`config.mk`:
```
export PLATFORM = sky130hd
export DESIGN_NAME = ir_touch_locator
export DESIGN_NICKNAME = d
export VERILOG_FILES = /design/src/rtl/ir_touch_pkg.sv /design/src/rtl/ir_carrier_gen.sv /design/src/rtl/ir_beam_filter.sv /design/src/rtl/ir_touch_decode.sv /design/src/rtl/ir_touch_locator.sv
export SDC_FILE = /design/constraint.sdc
export NUM_CORES = 1
export LEC_CHECK = 0
export ABC_AREA = 1
export BUFFER_PORTS_ARGS = -buffer_cell sky130_fd_sc_hd__buf_2
export CORE_MARGIN = 2
export CORE_UTILIZATION = 64
export CTS_BUF_LIST = sky130_fd_sc_hd__clkbuf_8 sky130_fd_sc_hd__clkbuf_16
export CTS_CLUSTER_DIAMETER = 40
export DETAILED_ROUTE_END_ITERATION = 10
export GPL_ROUTABILITY_DRIVEN = 0
export PLACE_DENSITY = 0.81
export SLEW_MARGIN = 20
export SYNTH_ARGS = -nofsm -noshare
export SYNTH_HDL_FRONTEND = slang
export SYNTH_SLANG_ARGS = --single-unit
```
`constraint.sdc`:
```
create_clock -name clk_i -period 2.3 [get_ports clk_i]
set_input_delay 0.345 -clock clk_i [delete_from_list [all_inputs] [get_ports clk_i]]
set_output_delay 0.345 -clock clk_i [all_outputs]
set_load 0.05 [all_outputs]
```
`src/rtl/ir_touch_pkg.sv`:
```
package ir_touch_pkg;
  typedef enum logic {
    ARMED  = 1'b0,
    LOCKED = 1'b1
  } lock_state_e;
endpackage

```
`src/rtl/ir_carrier_gen.sv`:
```
module ir_carrier_gen #(
  parameter int unsigned HALF = 658
) (
  input  logic clk_i,
  input  logic rst_ni,
  output logic carrier_o
);
  localparam int unsigned CNT_W = (HALF > 2) ? $clog2(HALF) : 1;
  localparam logic [CNT_W-1:0] LAST = CNT_W'(HALF - 1);

  logic [CNT_W-1:0] cnt_q;
  logic             car_q;

  always_ff @(posedge clk_i or negedge rst_ni) begin
    if (!rst_ni) begin
      cnt_q <= '0;
      car_q <= 1'b0;
    end else if (cnt_q == LAST) begin
      cnt_q <= '0;
      car_q <= ~car_q;
    end else begin
      cnt_q <= cnt_q + 1'b1;
    end
  end

  assign carrier_o = car_q;
endmodule

```
`src/rtl/ir_beam_filter.sv`:
```
module ir_beam_filter #(
  parameter int unsigned HOLD = 500000
) (
  input  logic clk_i,
  input  logic rst_ni,
  input  logic raw_i,
  output logic blocked_o
);
  localparam int unsigned CNT_W = (HOLD > 2) ? $clog2(HOLD) : 1;
  localparam logic [CNT_W-1:0] LAST = CNT_W'(HOLD - 1);

  logic [1:0]       sync_q;
  logic [CNT_W-1:0] run_q;
  logic             state_q;
  logic             differ;

  assign differ = sync_q[1] ^ state_q;

  always_ff @(posedge clk_i or negedge rst_ni) begin
    if (!rst_ni) begin
      sync_q  <= '0;
      run_q   <= '0;
      state_q <= 1'b0;
    end else begin
      sync_q <= {sync_q[0], raw_i};
      if (!differ) begin
        run_q <= '0;
      end else if (run_q == LAST) begin
        run_q   <= '0;
        state_q <= sync_q[1];
      end else begin
        run_q <= run_q + 1'b1;
      end
    end
  end

  assign blocked_o = state_q;
endmodule

```
`src/rtl/ir_touch_decode.sv`:
```
module ir_touch_decode
  import ir_touch_pkg::*;
#(
  parameter int unsigned N_COL  = 5,
  parameter int unsigned N_ROW  = 7,
  parameter int unsigned BAND_W = 3,
  parameter int unsigned LVL_W  = 3
) (
  input  logic              clk_i,
  input  logic              rst_ni,
  input  logic [N_COL-1:0]  col_blk_i,
  input  logic [N_ROW-1:0]  row_blk_i,
  output logic              valid_o,
  output logic [BAND_W-1:0] band_o,
  output logic [LVL_W-1:0]  level_o
);
  lock_state_e       state_q;
  logic              valid_q;
  logic [BAND_W-1:0] band_q;
  logic [LVL_W-1:0]  lvl_q;

  logic              one_col;
  logic              any_row;
  logic              all_clear;
  logic              fire;
  logic [BAND_W-1:0] band_c;
  logic [LVL_W-1:0]  lvl_c;

  always_comb begin
    band_c = '0;
    for (int i = 0; i < int'(N_COL); i++) begin
      if (col_blk_i[i]) band_c = BAND_W'(i);
    end
  end

  // highest blocked row wins: ascending scan, last hit kept
  always_comb begin
    lvl_c = '0;
    for (int i = 0; i < int'(N_ROW); i++) begin
      if (row_blk_i[i]) lvl_c = LVL_W'(i + 1);
    end
  end

  assign one_col   = $onehot(col_blk_i);
  assign any_row   = |row_blk_i;
  assign all_clear = ~|{col_blk_i, row_blk_i};
  assign fire      = (state_q == ARMED) && one_col && any_row;

  always_ff @(posedge clk_i or negedge rst_ni) begin
    if (!rst_ni) begin
      state_q <= ARMED;
      valid_q <= 1'b0;
      band_q  <= '0;
      lvl_q   <= '0;
    end else begin
      valid_q <= fire;
      if (fire) begin
        state_q <= LOCKED;
        band_q  <= band_c;
        lvl_q   <= lvl_c;
      end else if (all_clear) begin
        state_q <= ARMED;
      end
    end
  end

  assign valid_o = valid_q;
  assign band_o  = band_q;
  assign level_o = lvl_q;
endmodule

```
`src/rtl/ir_touch_locator.sv`:
```
module ir_touch_locator #(
  parameter int unsigned N_COL        = 5,
  parameter int unsigned N_ROW        = 7,
  parameter int unsigned CARRIER_HALF = 658,
  parameter int unsigned HOLD_CYCLES  = 500000,
  localparam int unsigned BAND_W      = (N_COL > 2) ? $clog2(N_COL) : 1,
  localparam int unsigned LVL_W       = $clog2(N_ROW + 1)
) (
  input  logic              clk_i,
  input  logic              rst_ni,
  input  logic [N_COL-1:0]  col_rx_i,
  input  logic [N_ROW-1:0]  row_rx_i,
  output logic              carrier_o,
  output logic              touch_valid_o,
  output logic [BAND_W-1:0] band_o,
  output logic [LVL_W-1:0]  level_o
);
  logic [N_COL-1:0] col_blk;
  logic [N_ROW-1:0] row_blk;

  ir_carrier_gen #(.HALF(CARRIER_HALF)) u_carrier (
    .clk_i     (clk_i),
    .rst_ni    (rst_ni),
    .carrier_o (carrier_o)
  );

  for (genvar c = 0; c < N_COL; c++) begin : g_col
    ir_beam_filter #(.HOLD(HOLD_CYCLES)) u_flt (
      .clk_i     (clk_i),
      .rst_ni    (rst_ni),
      .raw_i     (col_rx_i[c]),
      .blocked_o (col_blk[c])
    );
  end

  for (genvar r = 0; r < N_ROW; r++) begin : g_row
    ir_beam_filter #(.HOLD(HOLD_CYCLES)) u_flt (
      .clk_i     (clk_i),
      .rst_ni    (rst_ni),
      .raw_i     (row_rx_i[r]),
      .blocked_o (row_blk[r])
    );
  end

  ir_touch_decode #(
    .N_COL  (N_COL),
    .N_ROW  (N_ROW),
    .BAND_W (BAND_W),
    .LVL_W  (LVL_W)
  ) u_decode (
    .clk_i     (clk_i),
    .rst_ni    (rst_ni),
    .col_blk_i (col_blk),
    .row_blk_i (row_blk),
    .valid_o   (touch_valid_o),
    .band_o    (band_o),
    .level_o   (level_o)
  );
endmodule

```
* Word level (Yosys, flattened, before mapping)
Cells that the tools add are included.
** Operators by class
- $add $sub $neg :: 17
- Equality and inequality tests :: 15
- Multiplexer cells :: 38
- Bitwise operators :: 14
- Reductions and logical operators :: 16
** Operators with widths (count)
- $mux 19 :: 24
- $add 19x1->19 const B :: 12
- $eq 19x19->1 const B :: 12
- $reduce_and 2->1 :: 12
- $mux 3 :: 7
- $reduce_or 12->1 :: 1
- $xor 1x1->1 :: 12
- $add 10x1->10 const B :: 1
- $eq 10x10->1 const B :: 1
- $mux 10 :: 1
- $reduce_or 7->1 :: 1
- $add 1x1->2 :: 2
- $mux 1 :: 4
- $mux 2 :: 2
- $add 3x1->3 :: 1
- $add 3x3->3 :: 1
- $eq 3x1->1 const B :: 1
- $logic_and 1x1->1 :: 2
- $ne 2x1->1 const B :: 1
- $not 1->1 :: 2
** Word-level totals
- Register bits :: 283
- Bits of input ports :: 14
- Output and inout bits :: 8
- Logic and storage cells :: 142

* Longest topological paths before layout
Gate-level depths: netlist of run 1.
- Word-level depth :: 7
- Gate-level depth with buffers :: 10
- Mapped depth without buffers :: 10

* Modules after synthesis
From an unflattened synthesis of run 1, not the netlist that was laid out.
** Unflattened totals
- Cells, all modules :: 1899
- Area, all modules :: 15429.8 µm²
** Modules (own cells, without submodules)
- ir_beam_filter :: times used 12, cells each 147, area each 1191.1 µm², sequential area each 550.5 µm²
- ir_carrier_gen :: times used 1, cells each 69, area each 583.1 µm², sequential area each 275.3 µm²
- ir_touch_decode :: times used 1, cells each 66, area each 553.0 µm², sequential area each 200.2 µm²

* Least setup slack after synthesis of run 1
OpenSTA, ideal clock, no wires.
- Kind :: flip-flop to flip-flop
- From :: register g_col[2].u_flt.state_q
- To :: register u_decode.band_q[0] (netlist: u_decode.band_o[0])
- Library setup time :: 0.118 ns
- Arrival :: 1.976 ns
- Data required time :: 2.182 ns
- Path slack :: 0.206 ns
- Cell stages (with the launch flop) :: 11
- Buffers on the path :: 0
- Period minus slack after synthesis :: 2.094 ns
- Path through :: dfrtp_1 -> inv_1 -> ha_1 -> fa_1 -> inv_1 -> fa_1 -> nand4_1 -> nor2_4 -> clkinv_4 -> nand2_1 -> nand2_1
** On the way
- Longest elaborated chain between the ends :: 6
- Elaborated cells between the ends (all ways) :: 9
- Classes of those cells :: add/sub: 3; eq/ne: 1; mux: 3; reduce/logical: 2
** Ends and longest elaborated chain
- from (decl) :: line ir_beam_filter.sv:14 : logic state_q;
- from (signal assigned) :: line ir_beam_filter.sv:30 : state_q <= sync_q[1];
- $add 1x1->2 (not written as such) :: line ir_touch_decode.sv:44 : assign one_col = $onehot(col_blk_i);
- $add 3x3->3 (not written as such) :: line ir_touch_decode.sv:44
- $add 3x1->3 (not written as such) :: line ir_touch_decode.sv:44
- $eq 3x1->1 :: line ir_touch_decode.sv:44
- $logic_and 1x1->1 (2 in a row) :: line ir_touch_decode.sv:47 : assign fire = (state_q == ARMED) && one_col && any_row;
- net u_decode.fire :: line ir_touch_decode.sv:25 : logic fire;
- to (signal assigned) :: line ir_touch_decode.sv:59 : band_q <= band_c;
- to (decl) :: line ir_touch_decode.sv:19 : logic [BAND_W-1:0] band_q;
The timed path passes the listed nets, and every way through them passes these cells.
A chain may end at the register's enable or synchronous reset.

* Worst setup path in the final report of run 1
- From :: register g_col[3].u_flt.state_q
- To :: register u_decode.band_q[2] (netlist: u_decode.band_o[2])
** On the way
- Longest elaborated chain between the ends :: 6
- Elaborated cells between the ends (all ways) :: 8
- Classes of those cells :: add/sub: 3; eq/ne: 1; mux: 2; reduce/logical: 2
** Ends and longest elaborated chain (line)
- from (decl) :: ir_beam_filter.sv:14
- from (signal assigned) :: ir_beam_filter.sv:30
- $add 1x1->2 (not written as such) :: ir_touch_decode.sv:44
- $add 3x3->3 (not written as such) :: ir_touch_decode.sv:44
- $add 3x1->3 (not written as such) :: ir_touch_decode.sv:44
- $eq 3x1->1 :: ir_touch_decode.sv:44
- $logic_and 1x1->1 (2 in a row) :: ir_touch_decode.sv:47
- net u_decode.fire :: ir_touch_decode.sv:25
The timed path passes the listed nets, and every way through them passes these cells.

==> out/results.ini, run 1 <==
[global_routing]
gr-usage-all-layers_pct=28.06
gr-usage-met1_pct=36.57
met2_usage_pct=48.16
top_usage_layer=met2
antenna_found_initial=0
met3_usage_pct=4.192
overflow=0
grt_max_degree=68
grt_pass1_vias=13050
grt_pass1_wl_mm=58.08

[critical_path]
path_max_fanout=8
worstPathCellList=inv_1 -> ha_4 -> fa_1 -> inv_1 -> fa_1 -> nand4_1 -> nor2_4 -> clkinv_4 -> nand2_1 -> nand2_1
cp_slowest_cell=fa_1
critical_path.top_delay_family=adder cells
r2r_start=g_col[3].u_flt.blocked_o
r2r_cells=10
cpPeakStageDelay_ns=0.49
reg2reg_to=u_decode.band_o[2]
startpoint=g_col[3].u_flt.blocked_o
rrSetupSlack_ns=0.12
crit_path_start_kind=register
worst_ep_arrival_time_ns=2.59
timing.critical_path.buf_inv=3
crit_path_end=u_decode.band_o[2]
cp.required_ns=2.71
endpoint_kind=register
crit_cells=10
crit_type=register to register

[place]
place_ws_ns=0.05914
portBuffers=21
dp_hpwl_mm=22.80

[pwr]
power_leakage_nw=7.611
peakVddDrop_uv=569.5
total_power_mw=11.75
power.density_nw_per_um2=673.8

[clock_network]
cts_tree=built
cts.root.buffer_cell=clkbuf_16
h-tree-depth=2
clk_pin_slew_ns=0.06
numCtsBuffers=41
cts.sinks=283
clkLatencyLatePin_ns=0.53
clock_path_buffers=3

[yosys]
yosys_warnings=0
syn_nets=2060
synth.avg_cell_area_sq_um=7.542
ys.flop_type=dfrtp_1
syn_inst=2025
ys_top_cells_by_area=dfrtp_1, nor2_1, nand2_1, inv_1, nand3_1
synth_top_area_cell=dfrtp_1
ys_types=42
ys_seq_area_share_pct=46.37
synth_area_sq_um=15270
synthArstFlopShare_pct=100.0
synth_top_area_share_pct=46.37
ys_seq_elements=283
synth-edff-count=0

[hold_path]
min_path_type=primary input to async pin

[layout]
fin_nets=2144
layout_commonest_cell=nor2_1
mostFrequentLayoutCells=nor2_1, nand2_1, dfrtp_1, inv_1, nand3_1
drive_above_1_share_pct=9.495
area_growth_syn_to_layout_pct=14.17
utilization_pct=74.29
n_antenna_cell=0

[timing]
slew_violations=0
rsz0062_at_grt=no
hold_viol=0
fin_crit_ns=2.176
finalClockSkew_ns=0.01712
fmax_ghz=0.4595
final.setup.worst_slack_ns=0.1239
fin_crit_sh_pct=94.61
maxSlewHeadroom_pct=58.60
finalSetupViolations=0
setup-tns-final_ns=0
worst_slew_pin_slew_ns=0.6166

[run]
drv_cap=0

[drt]
firstDrtPassIters=5
drc=0
wl_mm=33.10
routedWlPerCell_um=13.47
vias_per_cell=5.348
dr.first_iter.drc_count=1096
vias=13140
antenna_left=0

[die]
num_rows=56
fp.dieW_um=158.5
coreArea_sq_um=23470
die-height_um=158.5
start_util_pct=65.06
ios=22
fp.dieArea_sq_um=25110

[status]
run_status=complete, no violations

## how the worst min path moves through the flow
stage / to / slack [ns] / cells after the start
2_1_floorplan: g_col[0].u_flt.blocked_o / 0.05 / 0
3_3_place_gp: g_row[3].u_flt.run_q[17] / 0.27 / 1
3_5_place_dp: g_row[3].u_flt.run_q[17] / 0.27 / 1
4_1_cts: g_row[1].u_flt.run_q[8] / 0.32 / 2
5_1_grt: g_row[3].u_flt.run_q[2] / 0.35 / 2
6_report: g_row[3].u_flt.run_q[9] / 0.31 / 2
## metal layers
metal  wire length, um  vias up  part of all wire, %
li1                  -     6516                    -
met1             14220     6099                   43
met2             16120      447                   49
met3              1927       77                  5.8
met4               834        0                  2.5
met5                 0        -                    0
## layout make-up
cell class,count,area (sq um)
multi-input combinational,1491,7243
sequential,283,7082
fill,1744,6036
clock buffer,45,1092
inverter,240,905.9
timing repair buffer,52,417.9
tap,319,399.1
clock inverter,27,296.5
## where the power goes
group	internal [mW]	switching, mW
Combinational	0.118	0.247
Clock	3.84	2.43
Sequential	5.05	0.0531
## logic make-up after synthesis
family | share of synthesized area, %
buffers and inverters | 6.284
adders and majority gates | 1.819
and+or+nand+nor | 36.29
AOI/OAI and AO/OA | 3.875
DFF | 46.37
xor gates and xnor gates | 5.358
## cells in the mapped netlist (3+ instances only)
library cell / instances
nor3_1: 45
o21bai_2: 3
o21bai_1: 6
nor2_4: 14
xnor2_2: 4
nor3b_1: 16
nor2_1: 509
nand3b_1: 6
inv_1: 233
nand2_1: 453
xor2_1: 65
o21ai_0: 22
nand3_2: 6
ha_1: 19
a31oi_1: 3
clkbuf_1: 3
nor2_2: 27
inv_2: 6
buf_2: 7
nor3_2: 4
a21oi_1: 48
nand4_1: 38
o21a_1: 9
nand2_2: 18
and2_1: 4
xnor2_1: 21
nand3_1: 133
dfrtp_1: 283
## sequential cells by signal, indices dropped and copies added (netlist names)
signal	count
g_row.u_flt.run_q	133
g_col.u_flt.run_q	95
g_row.u_flt.sync_q	14
g_col.u_flt.sync_q	10
u_carrier.cnt_q	10
g_row.u_flt.blocked_o	7
g_col.u_flt.blocked_o	5
u_decode.band_o	3
u_decode.level_o	3
u_carrier.carrier_o	1
u_decode.state_q	1
u_decode.valid_o	1
## per-stage QoR
step / instances / hold slack (ns) / cell area, sq um
after floorplan: 2025 / 0.04941 / 15270
after global placement: 2369 / 0.2733 / 15880
after detailed placement: 2369 / 0.2746 / 15880
after CTS: 2454 / 0.3175 / 17400
after global routing: 2457 / 0.3483 / 17440
final: 2457 / 0.3127 / 17440
## repair_timing
action | CTS | global route
hold buffers | 13 | 0
setup buffers | 0 | 3
resized for setup | 0 | 1
hold endpoints to repair | 52 | 0
endpoints found under the setup margin | 0 | 6
(Power assumes the default switching activity.)
==> inputs of run 2 (changes only) <==
CORE_UTILIZATION = 55   (was 64)
PLACE_DENSITY = 0.71   (was 0.81)
SLEW_MARGIN = default   (was 20)
clock period = 2.6 ns   (was 2.3 ns; I/O delays follow)
==> out/results.ini, run 2 (synthesis gave the netlist of run 1 again) <==
[timing]
hold_viol=0  ; unchanged
slew_violations=0  ; unchanged
fmax_ghz=0.4338  ; was 0.4595 GHz
setup-tns-final_ns=0  ; unchanged
finalSetupViolations=0  ; unchanged
worst_slew_pin_slew_ns=0.5615  ; was 0.6166 ns
rsz0062_at_grt=no  ; unchanged
maxSlewHeadroom_pct=62.38  ; was 58.60%
fin_crit_sh_pct=88.66  ; was 94.61%
fin_crit_ns=2.305  ; was 2.176 ns
finalClockSkew_ns=0.01404  ; was 0.01712 ns

[place]
dp_hpwl_mm=22.60  ; was 22.80 mm
dpl_cell_area_sq_um=15940  ; was 15880 sq um
portBuffers=21  ; unchanged
dp.cells=2421  ; was 2369

[clock_network]
cts_tree=built  ; unchanged
clk_pin_slew_ns=0.05  ; was 0.06 ns
clock_path_buffers=3  ; unchanged
numCtsBuffers=47  ; was 41
cts.root.buffer_cell=clkbuf_16  ; unchanged
clkLatencyLatePin_ns=0.53  ; about the same
cts.sinks=283  ; unchanged
h-tree-depth=2  ; unchanged

[global_routing]
antenna_found_initial=0  ; unchanged
overflow=0  ; unchanged
grt_max_degree=63  ; was 68
grt_pass1_vias=12260  ; was 13050
grt_pass1_wl_mm=55.23  ; was 58.08 mm
gr-usage-all-layers_pct=22.67  ; was 28.06%

[layout]
layout_commonest_cell=nor2_1  ; unchanged
mostFrequentLayoutCells=nor2_1, nand2_1, dfrtp_1, inv_1, nand3_1  ; unchanged
drive_above_1_share_pct=9.772  ; was 9.495%
area_growth_syn_to_layout_pct=15.79  ; was 14.17%
final_cells=2521  ; was 2457
largest_reg_flops=133  ; unchanged
fin_nets=2146  ; was 2144
reg_top3=g_row.u_flt.run_q (133), g_col.u_flt.run_q (95), g_row.u_flt.sync_q (14)  ; unchanged
n_antenna_cell=0  ; unchanged
utilization_pct=65.25  ; was 74.29%
top_register=g_row.u_flt.run_q  ; unchanged
fin_area_sq_um=17680  ; was 17440 sq um

[critical_path]
worst_ep_arrival_time_ns=2.72  ; was 2.59 ns
crit_type=register to register  ; unchanged
crit_path_start_kind=register  ; unchanged
cp.required_ns=3.01  ; was 2.71 ns
cpPeakStageDelay_ns=0.47  ; was 0.49 ns
worstPathCellList=inv_1 -> ha_1 -> fa_1 -> inv_1 -> fa_1 -> nand4_1 -> nor2_4 -> clkinv_4 -> nand2_1 -> nand2_1  ; was inv_1 -> ha_4 -> fa_1 -> inv_1 -> fa_1 -> nand4_1 -> nor2_4 -> clkinv_4 -> nand2_1 -> nand2_1
startpoint=g_col[2].u_flt.blocked_o  ; was g_col[3].u_flt.blocked_o
endpoint_kind=register  ; unchanged
r2r_start=g_col[2].u_flt.blocked_o  ; was g_col[3].u_flt.blocked_o
path_max_fanout=8  ; unchanged
cp_slowest_cell=fa_1  ; unchanged

[die]
fp.dieW_um=170.6  ; was 158.5 um
fp.dieArea_sq_um=29120  ; was 25110 sq um
die-height_um=170.6  ; was 158.5 um
start_util_pct=56.35  ; was 65.06%
num_rows=60  ; was 56
coreArea_sq_um=27100  ; was 23470 sq um
ios=22  ; unchanged

[drt]
dr.first_iter.drc_count=887  ; was 1096
vias=12820  ; was 13140
antenna_left=0  ; unchanged
wl_mm=31.83  ; was 33.10 mm
routedWlPerCell_um=12.63  ; was 13.47 um
drc=0  ; unchanged
vias_per_cell=5.086  ; was 5.348
firstDrtPassIters=5  ; unchanged

[pwr]
seq_power_share_pct=41.0  ; was 43.5%
comb_power_share_pct=2.9  ; was 3.1%
intPower_mw=8.415  ; was 9.015 mW
power_leakage_nw=7.703  ; was 7.611 nW
power.share.clock_pct=56.1  ; was 53.4%
peakVddDrop_uv=513.7  ; was 569.5 uV
swShare_pct=23.69  ; was 23.28%
power_switching_mw=2.612  ; was 2.735 mW
power.density_nw_per_um2=623.6  ; was 673.8 nW/um^2

[hold_path]
hold_path_startpoint=g_row[5].u_flt.sync_q[0]
min_path_type=register to register  ; was primary input to async pin

[run]
drv_cap=0  ; unchanged

[status]
run_status=complete, no violations  ; unchanged

run 2: changes by cell type in the layout (fill, tap and decap cells not counted), sizes merged:
cell      before  now
buf           39   35
bufinv         3    2
inv          250  257
clkinvlp       4    5
clkbuf        45   53
run 2: metrics by stage:
stage	power, mW	setup WS [ns]	hold WS [ns]
floorplan	4.734	0.5059	0.09441
global placement	4.898	0.4181	0.3321
detailed placement	4.908	0.3119	0.3347
CTS	11.17	0.2954	0.3478
global route	11.42	0.1319	0.3472
finish	11.03	0.2950	0.3461
run 2: timing repair:
item,4_1_cts,5_1_grt
hold buffers,13,0
gates resized for setup,0,0
endpoints found under the hold margin,68,0
buffers inserted,0,0
run 2: final timing paths:
kind	to	slack, ns	depth (start not counted)
worst max-delay path	u_decode.band_o[0]	0.29	10
worst min-delay path	g_row[5].u_flt.sync_q[1]	0.35	0
worst max register to register	u_decode.band_o[0]	0.29	10
worst min register to register	g_row[5].u_flt.sync_q[1]	0.35	0
max in group asynchronous	g_row[0].u_flt.run_q[1]	1.44	3
min in group asynchronous	g_row[3].u_flt.run_q[12]	0.39	2
run 2: cell type report:
class	instances	area, sq um
clock buffers	53	1281
well taps	372	465.4
repair buffers	48	387.9
flip-flops and latches	283	7082
clock inverters	34	330.3
fillers	2329	9418
multi-input cells	1491	7231
inverters	240	905.9
run 2: critical path, delay by kind of cell (launching register included):
kind / cells / cell delay [ns]
flip-flops: 1 / 0.43
AND/OR/NAND/NOR: 4 / 0.51
adder cells (fa/ha/maj): 3 / 0.98
buffers and inverters: 3 / 0.27
run 2: power groups by stage:
stage / registers, mW / clock network [mW] / logic (mW)
after global placement: 4.59 / 0 / 0.307
after floorplan: 4.58 / 0 / 0.150
after CTS: 4.52 / 6.32 / 0.332
final: 4.52 / 6.19 / 0.320
after global routing: 4.52 / 6.52 / 0.376
after detailed placement: 4.59 / 0 / 0.314
run 2: routing by layer:
metal  wire (um)  GRT usage, %  up-vias
li1            -             -     6517
met1       15020         31.16     5960
met2       14690         37.35      280
met3        1382         3.747       65
met4         732         6.243        0
met5           0             0        -
==> inputs of run 3 (changes only) <==
CAP_MARGIN = 20   (was default)
PLACE_DENSITY = 0.83   (was 0.71)
REMOVE_ABC_BUFFERS = 1   (was default)
==> out/results.ini, run 3 (synthesis gave the netlist of run 1 again) <==
[layout]
fin_nets=2142  ; was 2146
reg_top3=g_row.u_flt.run_q (133), g_col.u_flt.run_q (95), g_row.u_flt.sync_q (14)  ; unchanged
area_growth_syn_to_layout_pct=15.06  ; was 15.79%
n_antenna_cell=0  ; unchanged
mostFrequentLayoutCells=nor2_1, nand2_1, dfrtp_1, inv_1, nand3_1  ; unchanged
layout_commonest_cell=nor2_1  ; unchanged
drive_above_1_share_pct=9.388  ; was 9.772%
top_register=g_row.u_flt.run_q  ; unchanged
largest_reg_flops=133  ; unchanged

[clock_network]
clkLatencyLatePin_ns=0.53  ; about the same
clk_pin_slew_ns=0.06  ; was 0.05 ns
postCtsSetupBuffers=0  ; unchanged
cts.root.buffer_cell=clkbuf_16  ; unchanged
cts_tree=built  ; unchanged
h-tree-depth=2  ; unchanged
clock_path_buffers=3  ; unchanged
cts.sinks=283  ; unchanged
numCtsBuffers=42  ; was 47

[timing]
finalClockSkew_ns=0.01639  ; was 0.01404 ns
fin_crit_sh_pct=89.62  ; was 88.66%
fin_crit_ns=2.330  ; was 2.305 ns
finalSetupViolations=0  ; unchanged
rsz0062_at_grt=no  ; unchanged
hold_viol=0  ; unchanged
worst_slew_pin_slew_ns=0.6096  ; was 0.5615 ns
slew_violations=0  ; unchanged
maxSlewHeadroom_pct=59.07  ; was 62.38%
setup-tns-final_ns=0  ; unchanged
fmax_ghz=0.4291  ; was 0.4338 GHz

[pwr]
peakVddDrop_uv=522.5  ; was 513.7 uV
total_power_mw=10.68  ; was 11.03 mW
power_leakage_nw=7.661  ; was 7.703 nW
power.density_nw_per_um2=607.9  ; was 623.6 nW/um^2

[global_routing]
grt_pass1_wl_mm=56.63  ; was 55.23 mm
grt_max_degree=68  ; was 63
grt_pass1_vias=12690  ; was 12260
gr-usage-all-layers_pct=23.28  ; was 22.67%
antenna_found_initial=0  ; unchanged
overflow=0  ; unchanged

[critical_path]
rrSetupSlack_ns=0.27  ; was 0.29 ns
endpoint_kind=register  ; unchanged
r2r_start=g_col[2].u_flt.blocked_o  ; unchanged
path_max_fanout=8  ; unchanged
crit_type=register to register  ; unchanged
reg2reg_to=u_decode.level_o[0]  ; was u_decode.band_o[0]
worst_ep_arrival_time_ns=2.75  ; was 2.72 ns
crit_path_end=u_decode.level_o[0]  ; was u_decode.band_o[0]
cp.required_ns=3.02  ; was 3.01 ns
crit_path_start_kind=register  ; unchanged
startpoint=g_col[2].u_flt.blocked_o  ; unchanged
r2r_cells=10  ; unchanged

[die]
fp.dieW_um=170.6  ; unchanged
coreArea_sq_um=27100  ; unchanged
num_rows=60  ; unchanged
fp.dieArea_sq_um=29120  ; unchanged
start_util_pct=56.35  ; unchanged
die-height_um=170.6  ; unchanged
ios=22  ; unchanged

[hold_path]
min_path_type=register to register  ; unchanged

[drt]
antenna_left=0  ; unchanged
wl_mm=32.55  ; was 31.83 mm
vias_per_cell=5.173  ; was 5.086
firstDrtPassIters=6  ; was 5
dr.first_iter.drc_count=931  ; was 887
routedWlPerCell_um=12.95  ; was 12.63 um
vias=13000  ; was 12820
drc=0  ; unchanged

[place]
portBuffers=21  ; unchanged
dp_hpwl_mm=23.00  ; was 22.60 mm

[run]
drv_cap=0  ; unchanged

[status]
run_status=complete, no violations  ; unchanged

run 3: worst max-delay path, cell delays in order (launching register included):
cell and delay [ns]:
dfrtp_1 0.43, inv_1 0.12, ha_1 0.31, fa_1 0.17, inv_1 0.05, fa_1 0.47
nand4_1 0.14, nor2_4 0.26, clkinv_4 0.12, nand2_1 0.09, nand2_1 0.05
run 3: area by class of cell:
| class | instances | area [sq um] |
|---|---|---|
| Clock buffer | 49 | 1181 |
| Fill cell | 2188 | 9529 |
| Clock inverter | 29 | 311.5 |
| Inverter | 240 | 905.9 |
| Sequential cell | 283 | 7082 |
| Timing Repair Buffer | 49 | 395.4 |
| Multi-Input combinational cell | 1491 | 7231 |
| Tap cell | 372 | 465.4 |
run 3: how the worst min path moves through the flow:
stage / start / to / slack [ns] / depth (start not counted)
floorplan: rst_ni / g_col[0].u_flt.blocked_o / 0.09 / 0
global placement: g_row[5].u_flt.sync_q[0] / g_row[5].u_flt.sync_q[1] / 0.33 / 0
detailed placement: g_row[5].u_flt.sync_q[0] / g_row[5].u_flt.sync_q[1] / 0.34 / 0
CTS: g_row[5].u_flt.sync_q[0] / g_row[5].u_flt.sync_q[1] / 0.35 / 0
global route: g_row[6].u_flt.sync_q[0] / g_row[6].u_flt.sync_q[1] / 0.36 / 0
finish: g_row[5].u_flt.sync_q[0] / g_row[5].u_flt.sync_q[1] / 0.35 / 0
run 3: power breakdown:
group | internal (mW) | switching, mW | total [mW]
Clock | 3.64 | 2.20 | 5.84
Sequential | 4.47 | 0.0492 | 4.52
Combinational | 0.105 | 0.218 | 0.322
run 3: stage by stage:
stage,setup slack [ns],util (%),cell area (sq um),hold slack (ns),cells
floorplan,0.5059,-,15220,0.09441,2014
global placement,0.4259,58.85,15950,0.3333,2422
detailed placement,0.3014,58.85,15950,0.3358,2422
CTS,0.2678,64.84,17570,0.3484,2513
global route,0.1649,64.84,17570,0.3570,2513
finish,0.2698,64.84,17570,0.3455,2513
run 3: timing repair:
item                                   in CTS  in global routing
resized for setup                           0                  0
endpoints found under the hold margin      72                  0
hold buffers                               13                  0
run 3: routing by layer:
metal  track usage, %  wire, um
met1            30.25     14500
met2            40.08     15940
met3            3.493      1359
met4            7.655       749
met5                0         0
